**config.mk**
```make
export PLATFORM = sky130hd
export DESIGN_NAME = wp_page_guard
export DESIGN_NICKNAME = d
export VERILOG_FILES = /design/src/rtl/wp_pkg.sv /design/src/rtl/wp_mask_reg.sv /design/src/rtl/wp_page_decode.sv /design/src/rtl/wp_write_gate.sv /design/src/rtl/wp_page_guard.sv
export SDC_FILE = /design/constraint.sdc
export NUM_CORES = 1
export LEC_CHECK = 0
export ABC_AREA = 1
export BUFFER_PORTS_ARGS = -buffer_cell sky130_fd_sc_hd__buf_2
export CORE_MARGIN = 2
export CORE_UTILIZATION = 38
export DETAILED_ROUTE_END_ITERATION = 8
export GPL_ROUTABILITY_DRIVEN = 0
export PLACE_DENSITY_LB_ADDON = 0.2
export SYNTH_ARGS = -nofsm -noshare
export SYNTH_HDL_FRONTEND = slang
export SYNTH_SLANG_ARGS = --single-unit
```
**constraint.sdc**
```tcl
create_clock -name clk -period 4.7 [get_ports clk]
set_input_delay 1.175 -clock clk [delete_from_list [all_inputs] [get_ports clk]]
set_output_delay 1.175 -clock clk [all_outputs]
set_load 0.01 [all_outputs]
```
**src/rtl/wp_pkg.sv**
```systemverilog
// Package: shared constants and helpers for the page write-protection unit.
// Assumes byte addressing and a power-of-two page count.
package wp_pkg;
    // Byte offset width within one 1 KB page.
    localparam int unsigned WP_PAGE_SHIFT = 10;
    // Bytes in one page.
    localparam int unsigned WP_PAGE_BYTES = 1 << WP_PAGE_SHIFT;

    // Width of the page index for a given page count (at least 1).
    function automatic int unsigned wp_idx_w(input int unsigned pages);
        return (pages > 1) ? $clog2(pages) : 1;
    endfunction
endpackage

```
**src/rtl/wp_mask_reg.sv**
```systemverilog
// Module: set-only protection mask. Software can set bits; only the
// synchronous active-low reset clears them. Assumes one write per cycle.
module wp_mask_reg #(
    parameter int unsigned NUM_PAGES = 16
) (
    input  logic                 clk,
    input  logic                 rst_n,
    input  logic                 wr_en,
    input  logic [NUM_PAGES-1:0] wr_data,
    output logic [NUM_PAGES-1:0] mask
);
    logic [NUM_PAGES-1:0] mask_q;

    // Accumulate set requests; zeros leave the bits as they are.
    always_ff @(posedge clk) begin
        if (!rst_n)     mask_q <= '0;
        else if (wr_en) mask_q <= mask_q | wr_data;
    end

    assign mask = mask_q;

    // no mask bit ever falls while out of reset.
    a_r3_never_clears: assert property (@(posedge clk) disable iff (!rst_n)
        $past(rst_n) |-> ((mask_q & $past(mask_q)) == $past(mask_q)));

    // every requested bit is set after the write.
    a_r2_bits_set: assert property (@(posedge clk) disable iff (!rst_n)
        (wr_en && $past(rst_n)) |=> ((mask_q & $past(wr_data)) == $past(wr_data)));
endmodule

```
**src/rtl/wp_page_decode.sv**
```systemverilog
// Module: window and page decode. Gets the address bits above the page
// offset and returns a one-hot page select, which is all zero outside
// the RAM window. Assumes BASE is aligned to the window size.
module wp_page_decode #(
    parameter int unsigned ADDR_W    = 32,
    parameter int unsigned NUM_PAGES = 16,
    parameter logic [ADDR_W-1:0] BASE = 32'h1000_0000
) (
    input  logic                                   clk,
    input  logic                                   rst_n,
    input  logic [ADDR_W-wp_pkg::WP_PAGE_SHIFT-1:0] page_addr,
    output logic                                   in_window,
    output logic [NUM_PAGES-1:0]                   page_sel
);
    localparam int unsigned IDX_W = wp_pkg::wp_idx_w(NUM_PAGES);
    localparam int unsigned TAG_W = ADDR_W - wp_pkg::WP_PAGE_SHIFT - IDX_W;
    localparam logic [TAG_W-1:0] BASE_TAG = BASE[ADDR_W-1 -: TAG_W];

    logic [IDX_W-1:0] idx;

    // Split the page address into window tag and page index.
    always_comb begin
        in_window = (page_addr[ADDR_W-wp_pkg::WP_PAGE_SHIFT-1 -: TAG_W] == BASE_TAG);
        idx       = page_addr[IDX_W-1:0];
    end

    // One select line per page.
    for (genvar g = 0; g < NUM_PAGES; g++) begin : g_sel
        assign page_sel[g] = in_window && (idx == IDX_W'(g));
    end

    // never more than one page selected, none outside the window.
    a_r8_sel_onehot: assert property (@(posedge clk) disable iff (!rst_n)
        $onehot0(page_sel) && (in_window || (page_sel == '0)));
endmodule

```
**src/rtl/wp_write_gate.sv**
```systemverilog
// Module: write gate. Passes every access through and suppresses the
// write enable and strobes of writes that hit a protected page. It
// registers a one-cycle error pulse for each blocked write.
// Assumes page_sel and mask are aligned bit for bit.
module wp_write_gate #(
    parameter int unsigned ADDR_W    = 32,
    parameter int unsigned STRB_W    = 4,
    parameter int unsigned NUM_PAGES = 16
) (
    input  logic                 clk,
    input  logic                 rst_n,
    input  logic [NUM_PAGES-1:0] page_sel,
    input  logic [NUM_PAGES-1:0] mask,
    input  logic                 acc_valid,
    input  logic [ADDR_W-1:0]    acc_addr,
    input  logic                 acc_we,
    input  logic [STRB_W-1:0]    acc_strb,
    output logic                 mem_valid,
    output logic [ADDR_W-1:0]    mem_addr,
    output logic                 mem_we,
    output logic [STRB_W-1:0]    mem_strb,
    output logic                 err_o
);
    logic blocked;
    logic err_q;

    // Decide blocking and drive the RAM side.
    always_comb begin
        blocked   = acc_valid && acc_we && (|(page_sel & mask));
        mem_valid = acc_valid;
        mem_addr  = acc_addr;
        mem_we    = blocked ? 1'b0 : acc_we;
        mem_strb  = blocked ? '0 : acc_strb;
    end

    // Error pulse one cycle after a blocked write.
    always_ff @(posedge clk) begin
        if (!rst_n) err_q <= 1'b0;
        else        err_q <= blocked;
    end

    assign err_o = err_q;

    // reads keep their strobes.
    a_r6_read_pass: assert property (@(posedge clk) disable iff (!rst_n)
        !acc_we |-> (mem_strb == acc_strb && !mem_we));

    // a suppressed write has no strobes left.
    a_r4_no_strobe: assert property (@(posedge clk) disable iff (!rst_n)
        (acc_valid && acc_we && !mem_we) |-> (mem_strb == '0));

    // a suppressed write is followed by an error pulse.
    a_r5_err_follows: assert property (@(posedge clk) disable iff (!rst_n)
        (acc_valid && acc_we && !mem_we) |=> err_o);

    // an error pulse only follows a suppressed write.
    a_r5_err_cause: assert property (@(posedge clk) disable iff (!rst_n)
        ($past(rst_n) && err_o) |-> $past(acc_valid && acc_we && !mem_we));

    // valid and address are never altered.
    a_r10_passthru: assert property (@(posedge clk) disable iff (!rst_n)
        (mem_valid == acc_valid) && (mem_addr == acc_addr));
endmodule

```
**src/rtl/wp_page_guard.sv**
```systemverilog
// Module: top of the page write-protection unit. Combines the set-only
// mask, the window/page decode and the write gate. The RAM and the bus
// protocol lie outside this block. Assumes NUM_PAGES is 4, 8 or 16.
module wp_page_guard #(
    parameter int unsigned ADDR_W    = 32,
    parameter int unsigned DATA_W    = 32,
    parameter int unsigned NUM_PAGES = 16,
    parameter logic [ADDR_W-1:0] BASE = 32'h1000_0000
) (
    input  logic                  clk,
    input  logic                  rst_n,
    input  logic                  cfg_wr_en,
    input  logic [NUM_PAGES-1:0]  cfg_wr_data,
    output logic [NUM_PAGES-1:0]  prot_mask_o,
    input  logic                  acc_valid,
    input  logic [ADDR_W-1:0]     acc_addr,
    input  logic                  acc_we,
    input  logic [DATA_W/8-1:0]   acc_strb,
    output logic                  mem_valid,
    output logic [ADDR_W-1:0]     mem_addr,
    output logic                  mem_we,
    output logic [DATA_W/8-1:0]   mem_strb,
    output logic                  err_o
);
    localparam int unsigned STRB_W = DATA_W / 8;

    logic [NUM_PAGES-1:0] mask;
    logic [NUM_PAGES-1:0] page_sel;
    logic                 in_window;

    wp_mask_reg #(.NUM_PAGES(NUM_PAGES)) u_mask (
        .clk     (clk),
        .rst_n   (rst_n),
        .wr_en   (cfg_wr_en),
        .wr_data (cfg_wr_data),
        .mask    (mask)
    );

    wp_page_decode #(.ADDR_W(ADDR_W), .NUM_PAGES(NUM_PAGES), .BASE(BASE)) u_dec (
        .clk       (clk),
        .rst_n     (rst_n),
        .page_addr (acc_addr[ADDR_W-1:wp_pkg::WP_PAGE_SHIFT]),
        .in_window (in_window),
        .page_sel  (page_sel)
    );

    wp_write_gate #(.ADDR_W(ADDR_W), .STRB_W(STRB_W), .NUM_PAGES(NUM_PAGES)) u_gate (
        .clk       (clk),
        .rst_n     (rst_n),
        .page_sel  (page_sel),
        .mask      (mask),
        .acc_valid (acc_valid),
        .acc_addr  (acc_addr),
        .acc_we    (acc_we),
        .acc_strb  (acc_strb),
        .mem_valid (mem_valid),
        .mem_addr  (mem_addr),
        .mem_we    (mem_we),
        .mem_strb  (mem_strb),
        .err_o     (err_o)
    );

    assign prot_mask_o = mask;

    // writes outside the window are never suppressed.
    a_r8_outside_pass: assert property (@(posedge clk) disable iff (!rst_n)
        (acc_valid && !in_window) |-> (mem_we == acc_we && mem_strb == acc_strb));

    // the cycle after reset the mask is empty and no error is raised.
    a_r1_reset_clear: assert property (@(posedge clk)
        !rst_n |=> (prot_mask_o == '0 && !err_o));
endmodule

```
# Yosys cells after proc, flatten, opt, wreduce, memory -nomap -nowiden
# Cells that the tools add are included.
[totals] regBits=17 latch_bits=0 ram_bits=0 romBits=0 input_bits=57 out_inout_bits=55 elab_cells=42 memories=0
[classes] addsub=0 mul=0 n_div=0 magnitude_cmp=0 eq_ne=16 shift=0 n_mux=2 n_bitwise=2 n_reduce_logical=20
[ops] cell="4-bit == test (second input constant)" count=8
[ops] cell="18-bit by 15-bit == test with 1-bit output (second input constant)" count=1
[ops] cell="1-bit logical AND" count=18
[ops] cell="16-bit bitwise AND" count=1
[ops] cell="4-bit by 3-bit == test with 1-bit output (second input constant)" count=4
[ops] cell="16-bit bitwise OR" count=1
[ops] cell="16-bit OR reduction" count=1
[ops] cell="4-bit by 2-bit == test with 1-bit output (second input constant)" count=2
[ops] cell="4-bit by 1-bit == test with 1-bit output (second input constant)" count=1
[ops] cell="4-bit logical NOT" count=1
[ops] cell="4-bit 2-to-1 mux" count=1
[ops] cell="1-bit 2-to-1 mux" count=1

# Depth between registers and ports, before layout
[logic_depth] depth_word=6 depth_mapped=12 ltp_nobuf=11

# Modules after synthesis
# A second synthesis with hierarchy kept.
[hier_totals] hier_cells=212 hier_area_um2=1428.9
[modules_own_cells] mod="wp_mask_reg" instances=1 cells_each=68 area_per_inst_um2=610.6 seq_area_each_um2=320.3
[modules_own_cells] mod="wp_write_gate" instances=1 cells_each=79 area_per_inst_um2=442.9 seq_area_each_um2=20.0
[modules_own_cells] mod="wp_page_decode" instances=1 cells_each=65 area_per_inst_um2=375.4 seq_area_each_um2=0.0

# Worst setup path before layout
# Ideal clock, no wire load.
[synth_timing] kind="in2out" from="input acc_addr[11]" to="output mem_strb[0]" arrival_ps=1944 t_required_ps=3525 setup_slack_ps=1581 cell_stages=11 n_path_buf=1 cell_sequence="clkbuf_8 > inv_1 > nand2_1 > nor2_1 > nor2_1 > nand2_1 > nand2_1 > nand2_2 > nand3_4 > nand2_1 > inv_1"
[synth_between] elab_chain_len=6 elab_cells_between_ends=36 classes_between="eq/ne: 15; mux: 1; bitwise: 1; reduce/logical: 19"
[synth_lines] element="from (decl)" line_no="wp_page_guard.sv:16" rtl="input logic [ADDR_W-1:0] acc_addr,"
[synth_lines] element="4-bit by 1-bit == test with 1-bit output, or another cell as far along" line_no="wp_page_decode.sv:29" rtl="assign page_sel[g] = in_window && (idx == IDX_W'(g));"
[synth_lines] element="1-bit logical AND" line_no="wp_page_decode.sv:29"
[synth_lines] element="16-bit bitwise AND *" line_no="wp_write_gate.sv:29" rtl="blocked = acc_valid && acc_we && (|(page_sel & mask));"
[synth_lines] element="16-bit OR reduction *" line_no="wp_write_gate.sv:29"
[synth_lines] element="1-bit logical AND *" line_no="wp_write_gate.sv:29"
[synth_lines] element="4-bit 2-to-1 mux *" line_no="wp_write_gate.sv:33" rtl="mem_strb = blocked ? '0 : acc_strb;"
[synth_lines] element="to (decl)" line_no="wp_page_guard.sv:22" rtl="output logic [DATA_W/8-1:0] mem_strb,"
# Mark *: on every way between the ends. The rest lies on a longest branch, timed or not.

# Worst setup path in the final report
[layout_timing] from="input acc_addr[11]" to="output mem_strb[1]"
# Same word-level chain as after synthesis.

==> out/summary.txt <==
Top Ports -> 112
Seq/Total Area, Yosys -> 30.8%
Die Area -> 3360 µm²
Slew headroom -> 68.3%
post-synthesis compound-gate area fraction -> 7.69%
initial core utilization -> 40.1%
worst path required time -> 3520 ps
fmax -> 0.294 GHz
CP delay by family, top -> simple AND/OR/NAND/NOR gates
largest family of logic cells by synthesized area -> buffers and inverters
Post-Syn Area -> 1110 µm²
XOR/XNOR Fraction of Synth Area -> 0%
Mean Syn Cell Area -> 6.62 µm²
n_diodes -> 0
Hold EP -> u_mask.mask[12]$_SDFFE_PN0P_
worst hold stages -> 2
CTS resizes -> 0
Setup TNS Final -> 0 ps
drt wl/cell -> 9.83 µm
final setup fails -> 0
Slew Limit Fails -> 0
Adder-Cell Fraction of Synth Area -> 0%
P&R area growth vs syn -> 22.3%
CP peak stage delay -> 210 ps
Die Y -> 58.0 µm
Iteration-0 DRC Markers -> 53
# H-tree levels -> 1
Yosys reg bits -> 17
Max Cap Viol -> 0
worst reg-to-reg path cell count -> 8
hold_buf cts -> 0
initial antenna violation count -> 0
vias per inst -> 4.20
RR Startpoint -> u_mask.mask[5]$_SDFFE_PN0P_
IO buf count -> 91
GRT Total Usage -> 14.1%
Die Width -> 58.0 µm
CTS tree -> built
FILL cells -> 312
Setup Skew -> 0.339 ps
Layout Nets -> 283
Sink Count -> 17
Static Leak -> 0.000810 µW
grt total ovfl -> 0
slowest library cell on the worst path -> buf_2
HP Start -> u_mask.mask[12]$_SDFFE_PN0P_
clock transition at the registers of the reported paths -> 90 ps
largest net degree at the start of global routing -> 18
clock latency on the worst-skew pair -> 280 ps
crit path DAT -> 2230 ps
Fin. Hold Viols -> 0
final hold slack -> 483 ps
postcts setup bufs -> 0
post-synth cell types -> 19
CP endpoint kind -> primary output
CTS root buf -> clkbuf_4
layout cells sized above 1 -> 44.9%
period utilization -> 72.3%
Period minus WS final -> 3400 ps
crit-path max FO -> 10
TritonCTS Buffers -> 3
gate count of the mapped netlist -> 167
Crit path top cell by count -> nand2_1
Core ar. -> 2760 µm²
outcome -> finished clean
Max Buffers Root-to-Sink -> 2
Total Wirelength -> 2.52 mm
post-synthesis simple-gate area fraction -> 29.6%
crit path cell chain -> buf_2, inv_1, nand2_1, nor2_1, nor2_1, nand2_1, nand2_1, nand2_2, nand3_4, nand2_1, inv_1, buf_2
crit path buf inv count -> 4
DP HPWL -> 2.11 mm
Post-DRT Antenna Nets -> 0
post-synthesis mux area share -> 0%
worst hold path class -> reg2reg
First-pass DRT Iterations -> 4
critical path type -> in2out
FF-to-FF setup slack -> 3720 ps
Ys Warns -> 0
vias in the first global route -> 911
RSZ-0062 raised after global routing -> false
leading cell type in the layout, fill and taps excluded -> buf_2
DRC errors left -> 0
type of origin of the critical path -> primary input
first-pass GRT wire length -> 3.80 mm
Post-Syn Nets -> 224
cell area power density -> 238 nW/µm²
worst-margin pin slew -> 472 ps
Core Rows -> 19
DR vias -> 1076
Worst VDD drop -> 0.000187 V
most frequent cells in the layout -> buf_2, nand2_1, nor2_1
RR Endpoint -> u_gate.err_o$_SDFF_PN0_
## logic make-up (layout without fill, tap and decap cells)
family                 Yosys count  after routing
AOI/OAI and AO/OA               17             17
DFF                             17             17
and+or+nand+nor                 75             75
buffers and inverters           58            116
## cell type report
class	instances	area (µm²)	area share [%]
Tap cell	31	38.8	2.87
Timing Repair Buffer	91	455	33.7
Sequential cell	17	340	25.2
Clock buffer	4	26.3	1.94
Multi-Input combinational cell	92	413	30.5
Inverter	21	78.8	5.83
## stage by stage
step	total power (µW)	area (µm²)	utilization [%]	worst slack (ps)	instances
after floorplan	228	1110	-	1580	167
after global placement	251	1330	48.1	1300	252
after detailed placement	251	1330	48.1	1280	252
after CTS	329	1350	49.0	1290	256
after global routing	345	1350	49.0	1130	256
final	322	1350	49.0	1300	256
## how the worst max path moves through the flow
stage	start	endpoint	slack, ps	depth (start not counted)
2_1_floorplan	acc_addr[11]	mem_strb[0]	1580	11
3_3_place_gp	acc_addr[11]	mem_strb[1]	1300	12
3_5_place_dp	acc_addr[11]	mem_strb[1]	1280	12
4_1_cts	acc_addr[11]	mem_strb[1]	1290	12
5_1_grt	acc_addr[11]	mem_strb[0]	1130	12
6_report	acc_addr[11]	mem_strb[1]	1300	12
## sequential cells by signal, summed over array words and instances (netlist names)
| signal | flops |
|---|---|
| u_mask.mask | 16 |
| u_gate.err_o | 1 |
## power by group
group	switching (µW)	total (µW)	internal, µW
logic	47.3	87.1	39.8
registers	6.46	160	153
clock network	42.2	75.2	33.0
total	96.0	322	226
## tightest hold or removal path, cell delays in order, from the launching register on
cell and delay [ps]:
dfxtp_1 320, inv_1 70, a21oi_1 60
## per-layer routing
metal | global-route usage, % | vias up | part of all wire, %
met3 | 4.46 | 11 | 8.0
met1 | 18.0 | 432 | 43
met2 | 23.1 | 37 | 48
met5 | 0 | - | 0
li1 | - | 596 | -
met4 | 3.32 | 0 | 1.5
## synthesized netlist by cell type, drive strengths merged
cell | count | share of area, %
buf | 35 | 23
nand2 | 35 | 13
nor2 | 28 | 10
inv | 20 | 6.8
a21oi | 17 | 7.7
dfxtp | 17 | 31
nand3 | 8 | 4.8
nor3 | 3 | 1.4
clkbuf | 2 | 1.6
clkinv | 1 | 0.34
nand4 | 1 | 0.57
No activity file was read; power rests on OpenSTA's default activity.
